File: src/rtl/mdf_pkg.sv
package mdf_pkg;
  // Flag code: bit 1 drives ef1_n, bit 0 drives ef2_n (both active low).
  typedef enum logic [1:0] {
    FLG_OVOT  = 2'b00,
    FLG_OPEN  = 2'b01,
    FLG_SHORT = 2'b10,
    FLG_NONE  = 2'b11
  } flag_code_t;

  function automatic flag_code_t pick_flag(input logic ovot, input logic open_ld,
                                           input logic short_ld);
    if (ovot)          return FLG_OVOT;
    else if (open_ld)  return FLG_OPEN;
    else if (short_ld) return FLG_SHORT;
    else               return FLG_NONE;
  endfunction
endpackage

File: src/rtl/mdf_run_timer.sv
// Reports that 'run' has been high for LIMIT consecutive sampled cycles.
module mdf_run_timer #(
  parameter int LIMIT = 8
) (
  input  logic clk,
  input  logic rst_n,
  input  logic run,
  output logic hit
);
  localparam int CW = (LIMIT < 2) ? 1 : $clog2(LIMIT + 1);
  localparam logic [CW-1:0] LAST = CW'(LIMIT - 1);

  logic [CW-1:0] cnt;

  always_ff @(posedge clk or negedge rst_n) begin
    if (!rst_n) begin
      cnt <= '0;
      hit <= 1'b0;
    end else if (!run) begin
      cnt <= '0;
      hit <= 1'b0;
    end else begin
      if (cnt != LAST) cnt <= cnt + 1'b1;
      hit <= hit | (cnt == LAST);
    end
  end

  AST_HIT_DROPS_WITH_RUN: assert property (@(posedge clk) disable iff (!rst_n)
    !run |=> !hit);
endmodule

File: src/rtl/mdf_flag_encoder.sv
module mdf_flag_encoder
  import mdf_pkg::*;
(
  input  logic clk,
  input  logic rst_n,
  input  logic ovot,
  input  logic open_ld,
  input  logic short_ld,
  output logic ef1_n,
  output logic ef2_n
);
  flag_code_t code_q;

  always_ff @(posedge clk or negedge rst_n) begin
    if (!rst_n) code_q <= FLG_NONE;
    else        code_q <= pick_flag(ovot, open_ld, short_ld);
  end

  assign ef1_n = code_q[1];
  assign ef2_n = code_q[0];

  AST_OVOT_BOTH_LOW: assert property (@(posedge clk) disable iff (!rst_n)
    ovot |=> (!ef1_n && !ef2_n));
  AST_OPEN_OVER_SHORT: assert property (@(posedge clk) disable iff (!rst_n)
    (!ovot && open_ld) |=> (!ef1_n && ef2_n));
endmodule

File: src/rtl/mdf_fault_monitor.sv
module mdf_fault_monitor #(
  parameter int NPHASE   = 2,
  parameter int OC_DELAY = 8,
  parameter int OL_DELAY = 3584,
  parameter int UV_DELAY = 256
) (
  input  logic              clk,
  input  logic              rst_n,
  input  logic              inhibit_n,
  input  logic [2*NPHASE-1:0] oc_leg,
  input  logic [NPHASE-1:0] lowcur,
  input  logic              ov_set,
  input  logic              ov_clr,
  input  logic              ot_set,
  input  logic              ot_clr,
  input  logic              vbb_uv,
  input  logic              vreg_uv,
  output logic              out_en,
  output logic              ef1_n,
  output logic              ef2_n
);
  localparam int NLEG = 2 * NPHASE;

  logic [NLEG-1:0]   oc_hit;
  logic [NPHASE-1:0] ol_hit;
  logic              uv_ok;
  logic              short_lat;
  logic              ov_lat;
  logic              ot_lat;

  // Per-leg short qualification
  for (genvar g = 0; g < NLEG; g++) begin : g_leg
    mdf_run_timer #(.LIMIT(OC_DELAY)) u_oc (
      .clk(clk), .rst_n(rst_n), .run(oc_leg[g] & inhibit_n), .hit(oc_hit[g]));
  end

  // Per-phase open-load qualification
  for (genvar p = 0; p < NPHASE; p++) begin : g_phase
    mdf_run_timer #(.LIMIT(OL_DELAY)) u_ol (
      .clk(clk), .rst_n(rst_n), .run(lowcur[p] & inhibit_n), .hit(ol_hit[p]));
  end

  // Release delay after any undervoltage
  mdf_run_timer #(.LIMIT(UV_DELAY)) u_uv (
    .clk(clk), .rst_n(rst_n), .run(~(vbb_uv | vreg_uv)), .hit(uv_ok));

  always_ff @(posedge clk or negedge rst_n) begin
    if (!rst_n) begin
      short_lat <= 1'b0;
      ov_lat    <= 1'b0;
      ot_lat    <= 1'b0;
      out_en    <= 1'b0;
    end else begin
      short_lat <= inhibit_n & (short_lat | (|oc_hit));
      ov_lat    <= ov_set | (ov_lat & ~ov_clr);
      ot_lat    <= ot_set | (ot_lat & ~ot_clr);
      out_en    <= inhibit_n & uv_ok & ~short_lat & ~ov_lat & ~ot_lat;
    end
  end

  mdf_flag_encoder u_flags (
    .clk(clk), .rst_n(rst_n),
    .ovot(ov_lat | ot_lat), .open_ld(|ol_hit), .short_ld(short_lat),
    .ef1_n(ef1_n), .ef2_n(ef2_n));

  AST_SHORT_STICKY: assert property (@(posedge clk) disable iff (!rst_n)
    (short_lat && inhibit_n) |=> short_lat);
  AST_SHORT_KILLS_OUT: assert property (@(posedge clk) disable iff (!rst_n)
    short_lat |=> !out_en);
  AST_SLEEP_OFF: assert property (@(posedge clk) disable iff (!rst_n)
    !inhibit_n |=> !out_en);
  AST_UV_OFF: assert property (@(posedge clk) disable iff (!rst_n)
    (vbb_uv || vreg_uv) |-> ##2 !out_en);
  AST_OVOT_OFF: assert property (@(posedge clk) disable iff (!rst_n)
    (ov_lat || ot_lat) |=> !out_en);
endmodule

File: config.mk
export PLATFORM = sky130hd
export DESIGN_NAME = mdf_fault_monitor
export DESIGN_NICKNAME = d
export VERILOG_FILES = /design/src/rtl/mdf_pkg.sv /design/src/rtl/mdf_run_timer.sv /design/src/rtl/mdf_flag_encoder.sv /design/src/rtl/mdf_fault_monitor.sv
export SDC_FILE = /design/constraint.sdc
export NUM_CORES = 1
export LEC_CHECK = 0
export BUFFER_PORTS_ARGS = -buffer_cell sky130_fd_sc_hd__buf_2
export CAP_MARGIN = 30
export CORE_ASPECT_RATIO = 0.5
export CORE_MARGIN = 2
export CORE_UTILIZATION = 40
export DETAILED_ROUTE_END_ITERATION = 7
export GPL_ROUTABILITY_DRIVEN = 1
export MAX_ROUTING_LAYER = met4
export SYNTH_ARGS = -nofsm -noshare
export SYNTH_HDL_FRONTEND = slang
export SYNTH_SLANG_ARGS = --single-unit
export TNS_END_PERCENT = 30
File: constraint.sdc
create_clock -name clk -period 1.7 [get_ports clk]
set_input_delay 0.17 -clock clk [delete_from_list [all_inputs] [get_ports clk]]
set_output_delay 0.17 -clock clk [all_outputs]
set_load 0.05 [all_outputs]
== After elaboration in Yosys (flattened, before gate mapping) ==
Index checks and enable logic that the tools add are counted.

* Word-level logic and storage cells: 103
* ROM bits: 0
* Latch bits: 0
* Memories kept: 0
* Output and inout port bits: 3
* Bits in writable memories: 0
* Register bits after elaboration: 62

* $lt $le $gt $ge: 0
* Reduce and logical (&&, ||, !) cells: 3
* Bitwise operators: 30
* $mul: 0
* Shifts and indexed selects: 0
* Muxes and demuxes: 24
* Add/sub/neg operators: 7
* Equality and inequality tests: 20
* Div/mod/pow operators: 0

{| class="wikitable"
|+ Operator list
! operator !! number
|-
| two-way mux 12 bit || 4
|-
| two-way mux 4 bit || 8
|-
| adder 12 x 1 -> 12 bit, second input constant || 2
|-
| equality test 12 bit, second input constant || 2
|-
| inequality test 12 bit, second input constant || 2
|-
| two-way mux 9 bit || 2
|-
| adder 4 x 1 -> 4 bit, second input constant || 4
|-
| equality test 4 x 3 -> 1 bit, second input constant || 4
|-
| inequality test 4 x 3 -> 1 bit, second input constant || 4
|-
| bitwise AND 1 bit || 13
|-
| inequality test 2 bit, second input constant || 6
|-
| OR 1 bit || 12
|-
| adder 9 x 1 -> 9 bit, second input constant || 1
|-
| equality test 9 x 8 -> 1 bit, second input constant || 1
|-
| inequality test 9 x 8 -> 1 bit, second input constant || 1
|-
| two-way mux 1 bit || 8
|-
| inverter 1 bit || 5
|-
| two-way mux 2 bit || 2
|-
| OR reduction 4 bit || 1
|-
| nonzero test 2 bit || 1
|-
| OR reduction 2 bit || 1
|}

== Logic depth before layout (Yosys ltp) ==
* Depth in word-level cells: 4
* Gate-level depth with buffers: 8

== Cells and area by module ==
From an unflattened synthesis, not the netlist that was laid out.

* Cell total of the unflattened synthesis: 285
* Area total of the unflattened synthesis: 3076.7 µm²

{| class="wikitable"
|+ Modules (own cells, without submodules)
! module !! cells an instance !! times used !! area each (µm²)
|-
| mdf_run_timer at g_leg[0].u_oc ... || 20 || 4 || 231.5
|-
| mdf_run_timer at g_phase[0].u_ol || 67 || 1 || 686.9
|-
| mdf_run_timer at g_phase[1].u_ol || 66 || 1 || 683.2
|-
| mdf_run_timer at u_uv || 46 || 1 || 511.7
|-
| mdf_fault_monitor || 21 || 1 || 200.2
|-
| mdf_flag_encoder || 5 || 1 || 68.8
|}

== Worst setup path after synthesis ==
No wires, ideal clock.

* Path type: register -> register
* Start point: reg u_uv.cnt[0]
* End point: reg u_uv.cnt[5]
* Buffers on the path: 1
* Cell stages (with the launch flop): 9
* Arrival time: 1786 ps
* Setup slack: -165 ps
* Cells stage by stage: dfrtp_1 > ha_1 > nand3_1 > nor2_1 > ha_1 > clkbuf_1 > nand4b_1 > or3_1 > a21oi_1

* Longest elaborated chain between the ends: 3

{| class="wikitable"
|+ Ends and longest elaborated chain
! what !! RTL line !! source
|-
| from (decl) || mdf_run_timer.sv:13 || <nowiki>logic [CW-1:0] cnt;</nowiki>
|-
| from (signal assigned) || mdf_run_timer.sv:23 || <nowiki>if (cnt != LAST) cnt <= cnt + 1'b1;</nowiki>
|-
| adder 9 x 1 -> 9 bit || mdf_run_timer.sv:23 ||
|-
| two-way mux 9 bit || mdf_run_timer.sv:23 ||
|-
| two-way mux 9 bit || mdf_run_timer.sv:19 || <nowiki>end else if (!run) begin</nowiki>
|}

Several ways; a longest one is shown, not always the timed one. The select of a mux whose other input is x is not followed.
A chain may end at the register's enable or synchronous reset.

== Worst setup path in the final report ==
* Start point: reg u_uv.cnt[1]
* End point: reg u_uv.cnt[5]

Same word-level chain as after synthesis.

==> results.md <==
- Syn Std Cell Area: 0.00285 sq mm
- Initial antenna violation count: 0
- Setup WS pre-CTS: -0.0444 ns
- Synthesis-to-layout area growth: 20.0%
- Largest net degree at the start of global routing: 32
- GRT overflow: 0
- Main combinational cell family by area after synthesis: simple AND/OR/NAND/NOR gates
- Fmax: about 590 MHz
- DR vias/cell: ~5.1
- Share of cells above drive strength 1: between 10% and 20%
- Post-synth EDFFs: 0
- CTS tree: done
- Final Core Density: between 50% and 60%
- Die Height: around 64 microns
- First-pass GRT wire length: 9480 microns
- Critical R2R Launch: u_uv.cnt[1]$_DFFE_PN0P_
- Ant diodes: 0
- Final net count: 348
- Number of DRC markers in iteration 0: roughly 110
- Post-layout min period: 1.69 ns
- FF-to-FF path depth: 7
- Die ar.: between 0.007 and 0.008 sq mm
- Hold Path Class: in -> reg
- Via count: ~2200
- Final hold viol count: 0
- Simple-gate share of the synthesized area: between 20% and 30%
- Total power: between 3 and 4 mW
- Post-synth top flop: dfrtp_1
- Avg WL per Cell: approximately 13 microns
- Sw Pwr: ~690 uW
- Final wirelength: between 5000 and 6000 microns
- Num CTS Buffers: 9
- Clk buf depth: 2
- Residual DRC: 0
- Worst vdd ir: approximately 370 uV
- Outcome: finished clean
- Iteration count of the initial detailed-routing pass: 4
- Pwr/cell area: between 900 and 1000 mW/mm^2
- Root buf cell: clkbuf_16
- Sequential Power Share: 46.1%
- Largest fanout on the critical path: 4
- Post-synth ARST share: 100%
- Max-slew violations: 0
- Switching share of power: 20.8%
- Skew-Pair Late Insertion Delay: between 0.3 and 0.4 ns
- Net Count, Synth: 314
- Final setup viols: 0
- Sequential area share after synthesis: between 50% and 60%
- IO buf count: 17
- Least-Margin Pin Slew: 0.389 ns
- Die width: ~120 microns
- Initial Util: 42.1%
- Routed Antenna Nets: 0
- Slew HR: between 70% and 80%
- Netlist cell types: 38
- # rows: 21
- Worst setup EP type: flip-flop
- Leak pwr: ~1.6 nW
- Critical path class: reg -> reg
- R2R Setup Slk: between 0.01 and 0.015 ns
- Share of the synthesized area in the top cell type: 52.6%
- Worst Skew: 0.00514 ns
- Global Route Usage Sum: 16.0%
- Clock share of power: 49.8%
- HP Start: ot_set
- Final Wtd Congestion: around 0.77
- Combinational power share: 4.1%
- HPWL Detailed: 3830 microns
- # clock sinks: 62
- Leading post-synthesis cells by cell area: dfrtp_1, nor2_1, nand2_1
- Cells after Synth: 291
- Startpoint Class: flip-flop
- CP Data Required Time: about 2.0 ns
- Yosys reg bits: 62
- Yosys warns: 0
- Synth Area in Adders: roughly 3.5%
- Vias in the first global route: 2155
- Worst hold slack: around 0.032 ns
- Internal: 2.61 mW
- Largest area contributor in the netlist: dfrtp_1
- Number of H-tree levels: 3
- RSZ-0062 raised after global routing: yes
- Final worst path period share: between 90% and 100%
- CP arrival: 1.94 ns
- Post-synthesis compound-gate area fraction: 9.43%
- Worst r2r dst: u_uv.cnt[5]$_DFFE_PN0P_
- Hold depth: 2
- Core Area: 0.00678 sq mm
- I/O pins: 18
- Setup TNS: 0 ns
- Mux cell area share after synthesis: less than 1%
- Clock-pin transition on the worst setup and hold timing paths: about 0.050 ns
- Xor and xnor area share after synthesis: under 10%
- Max-Cap Viols: 0
- Setup ws final: roughly 0.014 ns
- Worst Hold Endpoint: ot_lat$_DFF_PN0_
- Mean post-synth cell area: slightly below 10 sq um
[worst max-delay path, stage by stage, from the launching register on]
cell,delay [ns]
dfrtp_1,0.39
ha_2,0.22
nand3_2,0.08
nor2_2,0.04
ha_2,0.19
nand4b_1,0.22
or3_1,0.36
a21oi_2,0.13
[flip-flops by register name, indices dropped and copies added, names as in the netlist]
name and flops:
out_en 1, ov_lat 1, g_leg.u_oc.cnt 16, short_lat 1, g_phase.u_ol.hit 2, u_flags.code_q 2
g_leg.u_oc.hit 4, u_uv.hit 1, ot_lat 1, u_uv.cnt 9, g_phase.u_ol.cnt 24
[synthesized netlist by cell type, types with 3 or more instances]
master and instances:
and2_1 3, or4_1 3, xnor2_1 7, nand2_1 33, nand4_1 5, inv_1 6
ha_1 8, nor4_1 5, clkbuf_1 5, nor2_1 45, xor2_1 13, o21ai_0 19
a21oi_1 20, dfrtp_1 60, or3_1 8, nand3_1 17, nor3_1 6
[cell usage in the layout, fill, tap and decap left out, types with 2 or more instances in the layout]
cell	instances
nand2_1	33
o21ai_0	18
a21o_1	2
clkinv_2	2
nor4_1	5
buf_4	11
ha_2	2
or4_1	3
dfrtp_1	60
clkbuf_16	9
or2_2	2
a21oi_1	19
a31oi_1	2
mux2i_1	2
nand3_1	16
ha_1	6
clkbuf_1	3
nand4b_1	2
or3_1	8
nor2_1	44
nand4_1	5
xor2_1	12
inv_1	6
nor3_1	6
and2_1	3
clkbuf_8	2
dfstp_2	2
o21ai_1	2
buf_2	17
xnor2_1	7
[area by class of cell]
cell class,instances,area [sq um]
fill,612,3360
sequential,62,1550
multi-input combinational,216,1260
clock buffer,14,264
timing repair buffer,30,198
tap,92,115
inverter,6,22.5
clock inverter,2,10.0
[through the flow]
stage | cell area (sq um) | cells
3_3_place_gp | 3120 | 405
5_1_grt | 3420 | 422
6_report | 3420 | 422
3_5_place_dp | 3120 | 405
2_1_floorplan | 2870 | 291
4_1_cts | 3410 | 422
[power groups by stage]
| stage | combinational, mW | sequential (mW) | clock, mW |
|---|---|---|---|
| 5_1_grt | 0.154 | 1.52 | 1.76 |
| 2_1_floorplan | 0.0537 | 1.55 | 0 |
| 4_1_cts | 0.139 | 1.52 | 1.69 |
| 3_3_place_gp | 0.131 | 1.54 | 0 |
| 3_5_place_dp | 0.137 | 1.54 | 0 |
| 6_report | 0.135 | 1.52 | 1.64 |
[metal layers]
metal / share of wire (%) / GRT usage (%)
met3: 2.2 / 4.17
met2: 48 / 26.4
met1: 48 / 18.4
met4: 1.9 / 7.24
met5: 0 / -
[cells by family (layout without fill, tap and decap cells)]
| group | count (synthesis) | in the layout |
|---|---|---|
| mux | 2 | 2 |
| fa+ha+maj | 8 | 8 |
| simple gates | 137 | 137 |
| buf+inv | 13 | 52 |
| flops | 62 | 62 |
| compound gates | 49 | 49 |
| xor+xnor | 20 | 20 |
[worst max path at each step]
stage,start,to,slack (ns)
floorplan,u_uv.cnt[0]$_DFFE_PN0P_,u_uv.cnt[5]$_DFFE_PN0P_,-0.06
global placement,u_uv.cnt[1]$_DFFE_PN0P_,u_uv.cnt[5]$_DFFE_PN0P_,0.08
detailed placement,u_uv.cnt[1]$_DFFE_PN0P_,u_uv.cnt[5]$_DFFE_PN0P_,-0.04
CTS,u_uv.cnt[1]$_DFFE_PN0P_,u_uv.cnt[5]$_DFFE_PN0P_,0.0003
global route,u_uv.cnt[1]$_DFFE_PN0P_,u_uv.cnt[5]$_DFFE_PN0P_,-0.10
finish,u_uv.cnt[1]$_DFFE_PN0P_,u_uv.cnt[5]$_DFFE_PN0P_,0.01
[what timing repair did]
action / CTS / global route
hold buffers: 1 / 0
gates cloned: 0 / 0
pin swaps: 1 / 1
endpoints found under the hold margin: 14 / 0
setup buffers: 0 / 0
setup endpoints to repair: 1 / 9
resized for setup: 1 / 3
No activity file was read; power rests on OpenSTA's default activity.
